--- src/rtl/snic_pkg.sv ---
`timescale 1ns/1ps
package snic_pkg;
  typedef enum logic [1:0] {L_INV = 2'd0, L_SHR = 2'd1, L_EXC = 2'd2} line_st_e;
  typedef enum logic [1:0] {BC_IDLE = 2'd0, BC_RDMISS = 2'd1, BC_WRMISS = 2'd2, BC_WBACK = 2'd3} bus_cmd_e;
  typedef enum logic [1:0] {F_IDLE, F_ARB, F_WB, F_MISS} fsm_e;
endpackage

--- src/rtl/snic_line_store.sv ---
`timescale 1ns/1ps
module snic_line_store
  import snic_pkg::*;
#(
  parameter int IDX_W  = 2,
  parameter int TAG_W  = 6,
  parameter int DATA_W = 16
) (
  input  logic              clk_i,
  input  logic              rst_ni,
  input  logic [IDX_W-1:0]  a_idx_i,
  output line_st_e          a_st_o,
  output logic [TAG_W-1:0]  a_tag_o,
  output logic [DATA_W-1:0] a_data_o,
  input  logic [IDX_W-1:0]  b_idx_i,
  output line_st_e          b_st_o,
  output logic [TAG_W-1:0]  b_tag_o,
  output logic [DATA_W-1:0] b_data_o,
  input  logic              fill_en_i,
  input  line_st_e          fill_st_i,
  input  logic [TAG_W-1:0]  fill_tag_i,
  input  logic [DATA_W-1:0] fill_data_i,
  input  logic              snp_en_i,
  input  line_st_e          snp_st_i,
  input  logic              hit_wr_en_i,
  input  logic [DATA_W-1:0] hit_wr_data_i
);
  localparam int LINES = 1 << IDX_W;

  line_st_e          st_q   [LINES];
  logic [TAG_W-1:0]  tag_q  [LINES];
  logic [DATA_W-1:0] data_q [LINES];

  for (genvar g = 0; g < LINES; g++) begin : g_line
    localparam logic [IDX_W-1:0] MY_IDX = IDX_W'(g);
    wire a_sel = (a_idx_i == MY_IDX);
    wire b_sel = (b_idx_i == MY_IDX);

    always_ff @(posedge clk_i or negedge rst_ni) begin
      if (!rst_ni)                 st_q[g] <= L_INV;
      else if (fill_en_i && a_sel) st_q[g] <= fill_st_i;
      else if (snp_en_i && b_sel)  st_q[g] <= snp_st_i;
    end

    always_ff @(posedge clk_i) begin
      if (fill_en_i && a_sel) begin
        tag_q[g]  <= fill_tag_i;
        data_q[g] <= fill_data_i;
      end else if (hit_wr_en_i && a_sel) begin
        data_q[g] <= hit_wr_data_i;
      end
    end
  end

  assign a_st_o   = st_q[a_idx_i];
  assign a_tag_o  = tag_q[a_idx_i];
  assign a_data_o = data_q[a_idx_i];
  assign b_st_o   = st_q[b_idx_i];
  assign b_tag_o  = tag_q[b_idx_i];
  assign b_data_o = data_q[b_idx_i];
endmodule

--- src/rtl/snic_snoop_unit.sv ---
`timescale 1ns/1ps
module snic_snoop_unit
  import snic_pkg::*;
#(
  parameter int TAG_W  = 6,
  parameter int DATA_W = 16
) (
  input  logic              snp_valid_i,
  input  logic              snp_we_i,
  input  logic [TAG_W-1:0]  snp_tag_i,
  input  line_st_e          line_st_i,
  input  logic [TAG_W-1:0]  line_tag_i,
  input  logic [DATA_W-1:0] line_data_i,
  output logic              upd_en_o,
  output line_st_e          upd_st_o,
  output logic              dirty_o,
  output logic [DATA_W-1:0] data_o
);
  logic match;

  assign match    = snp_valid_i && (line_st_i != L_INV) && (line_tag_i == snp_tag_i);
  assign dirty_o  = match && (line_st_i == L_EXC);
  assign data_o   = line_data_i;
  // read snoop leaves Shared lines alone; anything else moves the line
  assign upd_en_o = match && (snp_we_i || line_st_i == L_EXC);
  assign upd_st_o = snp_we_i ? L_INV : L_SHR;
endmodule

--- src/rtl/snic_miss_fsm.sv ---
`timescale 1ns/1ps
module snic_miss_fsm
  import snic_pkg::*;
#(
  parameter int ADDR_W = 8,
  parameter int IDX_W  = 2,
  parameter int DATA_W = 16
) (
  input  logic                    clk_i,
  input  logic                    rst_ni,
  input  logic                    cpu_req_i,
  input  logic                    cpu_we_i,
  input  logic [ADDR_W-1:0]       cpu_addr_i,
  input  logic [DATA_W-1:0]       cpu_wdata_i,
  input  line_st_e                line_st_i,
  input  logic [ADDR_W-IDX_W-1:0] line_tag_i,
  input  logic [DATA_W-1:0]       line_data_i,
  output logic                    hit_o,
  input  logic                    bus_gnt_i,
  input  logic                    bus_ack_i,
  input  logic [DATA_W-1:0]       bus_rdata_i,
  output logic                    bus_req_o,
  output logic [1:0]              bus_cmd_o,
  output logic [ADDR_W-1:0]       bus_addr_o,
  output logic [DATA_W-1:0]       bus_wdata_o,
  output logic                    fill_en_o,
  output line_st_e                fill_st_o,
  output logic [DATA_W-1:0]       fill_data_o
);
  localparam int TAG_W = ADDR_W - IDX_W;

  fsm_e st_q, st_d;
  logic [TAG_W-1:0] cpu_tag;
  logic [IDX_W-1:0] cpu_idx;
  logic tag_eq, victim_dirty;

  assign cpu_tag      = cpu_addr_i[ADDR_W-1:IDX_W];
  assign cpu_idx      = cpu_addr_i[IDX_W-1:0];
  assign tag_eq       = (line_tag_i == cpu_tag);
  // Shared + write is a miss: no silent upgrade
  assign hit_o        = (line_st_i != L_INV) && tag_eq && (!cpu_we_i || line_st_i == L_EXC);
  assign victim_dirty = (line_st_i == L_EXC) && !tag_eq;

  always_comb begin
    st_d        = st_q;
    bus_req_o   = 1'b0;
    bus_cmd_o   = BC_IDLE;
    bus_addr_o  = cpu_addr_i;
    bus_wdata_o = line_data_i;
    fill_en_o   = 1'b0;
    fill_st_o   = cpu_we_i ? L_EXC : L_SHR;
    fill_data_o = cpu_we_i ? cpu_wdata_i : bus_rdata_i;
    case (st_q)
      F_IDLE: if (cpu_req_i && !hit_o) st_d = F_ARB;
      F_ARB: begin
        bus_req_o = 1'b1;
        if (bus_gnt_i) st_d = victim_dirty ? F_WB : F_MISS;
      end
      F_WB: begin
        bus_req_o  = 1'b1;
        bus_cmd_o  = BC_WBACK;
        bus_addr_o = {line_tag_i, cpu_idx};
        if (bus_ack_i) st_d = F_MISS;
      end
      F_MISS: begin
        bus_req_o = 1'b1;
        bus_cmd_o = cpu_we_i ? BC_WRMISS : BC_RDMISS;
        if (bus_ack_i) begin
          fill_en_o = 1'b1;
          st_d      = F_IDLE;
        end
      end
      default: st_d = F_IDLE;
    endcase
  end

  always_ff @(posedge clk_i or negedge rst_ni) begin
    if (!rst_ni) st_q <= F_IDLE;
    else         st_q <= st_d;
  end
endmodule

--- src/rtl/snoop_inv_cache.sv ---
`timescale 1ns/1ps
module snoop_inv_cache
  import snic_pkg::*;
#(
  parameter int ADDR_W = 8,
  parameter int DATA_W = 16,
  parameter int IDX_W  = 2
) (
  input  logic              clk_i,
  input  logic              rst_ni,
  input  logic              cpu_req_i,
  input  logic              cpu_we_i,
  input  logic [ADDR_W-1:0] cpu_addr_i,
  input  logic [DATA_W-1:0] cpu_wdata_i,
  output logic [DATA_W-1:0] cpu_rdata_o,
  output logic              cpu_stall_o,
  output logic              bus_req_o,
  input  logic              bus_gnt_i,
  output logic [1:0]        bus_cmd_o,
  output logic [ADDR_W-1:0] bus_addr_o,
  output logic [DATA_W-1:0] bus_wdata_o,
  input  logic [DATA_W-1:0] bus_rdata_i,
  input  logic              bus_ack_i,
  input  logic              snp_valid_i,
  input  logic              snp_we_i,
  input  logic [ADDR_W-1:0] snp_addr_i,
  output logic              snp_dirty_o,
  output logic [DATA_W-1:0] snp_data_o
);
  localparam int TAG_W = ADDR_W - IDX_W;

  logic [IDX_W-1:0]  cpu_idx, snp_idx;
  line_st_e          a_st, b_st, fill_st, snp_st;
  logic [TAG_W-1:0]  a_tag, b_tag;
  logic [DATA_W-1:0] a_data, b_data, fill_data;
  logic              fill_en, snp_en, hit, conflict, hit_wr_en;

  assign cpu_idx   = cpu_addr_i[IDX_W-1:0];
  assign snp_idx   = snp_addr_i[IDX_W-1:0];
  // snoop owns the line this cycle; processor retries next cycle
  assign conflict  = snp_valid_i && (snp_idx == cpu_idx);
  assign cpu_stall_o = cpu_req_i && (!hit || conflict);
  assign hit_wr_en = cpu_req_i && cpu_we_i && hit && !conflict;
  assign cpu_rdata_o = a_data;

  snic_line_store #(.IDX_W(IDX_W), .TAG_W(TAG_W), .DATA_W(DATA_W)) u_store (
    .clk_i, .rst_ni,
    .a_idx_i(cpu_idx), .a_st_o(a_st), .a_tag_o(a_tag), .a_data_o(a_data),
    .b_idx_i(snp_idx), .b_st_o(b_st), .b_tag_o(b_tag), .b_data_o(b_data),
    .fill_en_i(fill_en), .fill_st_i(fill_st), .fill_tag_i(cpu_addr_i[ADDR_W-1:IDX_W]),
    .fill_data_i(fill_data),
    .snp_en_i(snp_en), .snp_st_i(snp_st),
    .hit_wr_en_i(hit_wr_en), .hit_wr_data_i(cpu_wdata_i)
  );

  snic_snoop_unit #(.TAG_W(TAG_W), .DATA_W(DATA_W)) u_snoop (
    .snp_valid_i, .snp_we_i, .snp_tag_i(snp_addr_i[ADDR_W-1:IDX_W]),
    .line_st_i(b_st), .line_tag_i(b_tag), .line_data_i(b_data),
    .upd_en_o(snp_en), .upd_st_o(snp_st), .dirty_o(snp_dirty_o), .data_o(snp_data_o)
  );

  snic_miss_fsm #(.ADDR_W(ADDR_W), .IDX_W(IDX_W), .DATA_W(DATA_W)) u_fsm (
    .clk_i, .rst_ni,
    .cpu_req_i, .cpu_we_i, .cpu_addr_i, .cpu_wdata_i,
    .line_st_i(a_st), .line_tag_i(a_tag), .line_data_i(a_data),
    .hit_o(hit),
    .bus_gnt_i, .bus_ack_i, .bus_rdata_i,
    .bus_req_o, .bus_cmd_o, .bus_addr_o, .bus_wdata_o,
    .fill_en_o(fill_en), .fill_st_o(fill_st), .fill_data_o(fill_data)
  );
endmodule

--- config.mk ---
export PLATFORM = sky130hd
export DESIGN_NAME = snoop_inv_cache
export DESIGN_NICKNAME = d
export VERILOG_FILES = /design/src/rtl/snic_pkg.sv /design/src/rtl/snic_line_store.sv /design/src/rtl/snic_snoop_unit.sv /design/src/rtl/snic_miss_fsm.sv /design/src/rtl/snoop_inv_cache.sv
export SDC_FILE = /design/constraint.sdc
export NUM_CORES = 1
export LEC_CHECK = 0
export BUFFER_PORTS_ARGS = -buffer_cell sky130_fd_sc_hd__buf_4
export CORE_MARGIN = 3
export CORE_UTILIZATION = 25
export CTS_CLUSTER_SIZE = 40
export DETAILED_ROUTE_END_ITERATION = 7
export PLACE_DENSITY = 0.48
export SLEW_MARGIN = 10
export SYNTH_ARGS = -nofsm -noshare
export SYNTH_HDL_FRONTEND = slang
export SYNTH_SLANG_ARGS = --single-unit
--- constraint.sdc ---
create_clock -name clk_i -period 4.2 [get_ports clk_i]
set_input_delay 0.21 -clock clk_i [delete_from_list [all_inputs] [get_ports clk_i]]
set_output_delay 0.21 -clock clk_i [all_outputs]
set_load 0.05 [all_outputs]
==> metrics.txt <==
routed wire length per instance 19.6 um; NumNets Final 515; start-to-end type of the worst setup path primary input to output port; Die X 157 um; Rel. slew slack 31.1%; Routed WL 14.5 mm; DRT antenna net count 0; Clock Tree Buf Depth 2; Post-synth ARST share 10.2%; sum of negative setup slack 0 ps; DP Area 6720 um^2; CTS tree done; CTS H-Tree Depth 3; Diodes inserted 0; aggregate global-route resource usage 11.9%; largest net degree at the start of global routing 72; status completed; PostCTS Resize Cnt 0; Vias 3500; placeable core area 22000 um^2; syn_nets 421; EDFF count, synth 88; cell area power density 440 nW/um^2; post-synth top area share 46.6%; layout cell share with drive strength beyond 1 56.4%; Initial Utilization 25.7%; P&R area growth vs syn 24.4%; die area 24500 um^2; GRT overflow 0; Num CTS Buffers 9; CP endpoint kind output port; Synth Area per Inst 15.7 um^2; total power 3.10 mW; vias in the first global route 3654; min Tclk post-route 2790 ps; number of DRC markers in iteration 0 254; Pleak 2.55 nW; CP Launch Type primary input; clk slew on worst S/H paths 80 ps; RSZ-0062 raised after global routing no; final count of negative-setup-slack endpoints 0; leading area contributor after synthesis edfxtp_1; fin crit share 66.4%; Non-Filler Instances 739; DP HPWL 10.1 mm; DRT Pass-1 Iters 4; dpl ws 982 ps; Critical Path Fanout Max 28; first-pass GRT wire length 21.6 mm; Area contributors post-synth edfxtp_1 47%, mux4_2 17%, mux2_2 14%; Top FF cell, synth edfxtp_1; Site Rows 54; Worst EP required 3990 ps; initial antenna violation count 0; port bufs 116; register area share after synthesis 51.0%; maximum VDD drop 0.000175 V; register bit count reported by yosys 98; count of cell types in the netlist 47; # DRC 0; vias per cell 4.74; Finished Cell Area 7050 um^2; Syn Std Cell Area 5670 um^2; Clock Latency Late Sink 360 ps; worst slew pin tran 1030 ps; root buf cell clkbuf_16; Max Cap Violations 0; critical path arrival 2580 ps; endpoints failing hold 0; dpl cells 722; final setup margin 1410 ps; Gate Count Post-Synth 360; num ports 117; Fin Hold WS 80.4 ps; die span in y 157 um; TritonCTS Sinks 98; fmax 359 MHz; Hold WC Path Type primary input to flop; Max Slew Vio Count 0; Placer Congestion 0.756; clock skew 7.99 ps; Yosys warning total 0; Final Util 32.0%
## report_power, final
group          switching (mW)  internal (mW)  leakage, nW
Clock                   0.404          0.481        0.154
Sequential             0.0573           1.16        0.915
Combinational           0.603          0.389         1.48
## worst max-delay path, cell delays in order
cell,delay [ps]
buf_4,440
mux4_1,650
xor2_1,160
a2111o_1,310
nor2_1,300
and4_1,280
buf_4,210
## cell type report
class	instances	area (um^2)
clock inverter	7	96.3
clock buffer	9	225
inverter	12	45.0
multi-input combinational	211	2520
fill	2157	15000
tap	280	350
sequential	98	2890
timing repair buffer	122	918
## synth_stat cells, types with 5 or more instances
cell and instances:
buf_4 18, edfxtp_1 88, dfrtp_1 10, xnor2_1 13, ha_1 5, nand2_1 13
clkbuf_1 11, buf_1 5, mux4_2 42, mux2_2 71, nor2_1 13, inv_1 12
## logic make-up after synthesis
kind of cell    after synthesis  synth area share [%]
fa+ha+maj                     5                  1.10
simple gates                 43                  3.69
compound gates               26                  3.53
mux                         121                  33.4
flops                        98                  51.0
xor+xnor                     16                  2.47
buf+inv                      51                  4.79
## placed cells by master (no fill, tap or decap), types with 3 or more instances in the layout
cell type,synthesis,layout
a22o_1,3,3
a31oi_1,3,3
buf_4,18,121
clkbuf_16,0,9
dfrtp_1,10,10
edfxtp_1,88,88
ha_1,5,5
inv_1,12,12
inv_8,0,3
mux2_2,71,71
mux2i_1,4,4
mux4_1,4,4
mux4_2,42,42
nand2_1,13,13
nand2b_1,3,3
nor2_1,13,10
nor2_2,0,3
xnor2_1,13,13
xor2_1,3,3
## sequential cells by signal, indices dropped and copies added (netlist names)
register and count:
u_store.tag_q 24, u_store.data_q 64, u_store.st_q 8, u_fsm.st_q 2
## routing by layer
| metal | wire (um) | GRT usage (%) | vias up | share of wire (%) |
|---|---|---|---|---|
| met2 | 6910 | 18.7 | 129 | 48 |
| met4 | 90 | 2.71 | 0 | 0.62 |
| met5 | 0 | 0 | - | 0 |
| met3 | 981 | 2.96 | 6 | 6.8 |
| li1 | - | - | 1618 | - |
| met1 | 6490 | 16.7 | 1747 | 45 |
## path summary, 6_finish.rpt
| path | start | endpoint | slack (ps) | depth (start not counted) |
|---|---|---|---|---|
| max in group asynchronous | rst_ni | u_fsm.st_q[0] | 3810 | 2 |
| worst min register to register | u_store.st_q[1] | u_store.st_q[1] | 540 | 1 |
| worst min-delay path | cpu_addr_i[3] | u_store.tag_q[2][1] | 80 | 1 |
| worst max-delay path | snp_addr_i[0] | snp_dirty_o | 1410 | 7 |
| min in group asynchronous | rst_ni | u_store.st_q[6] | 230 | 2 |
| worst max register to register | u_store.tag_q[0][3] | u_store.data_q[0][4] | 1490 | 7 |
## timing repair
| item | in CTS | in global routing |
|---|---|---|
| hold endpoints to repair | 10 | 0 |
| setup buffers | 0 | 0 |
| hold buffers | 1 | 0 |
Note: power is estimated with default switching activity, not from simulation.
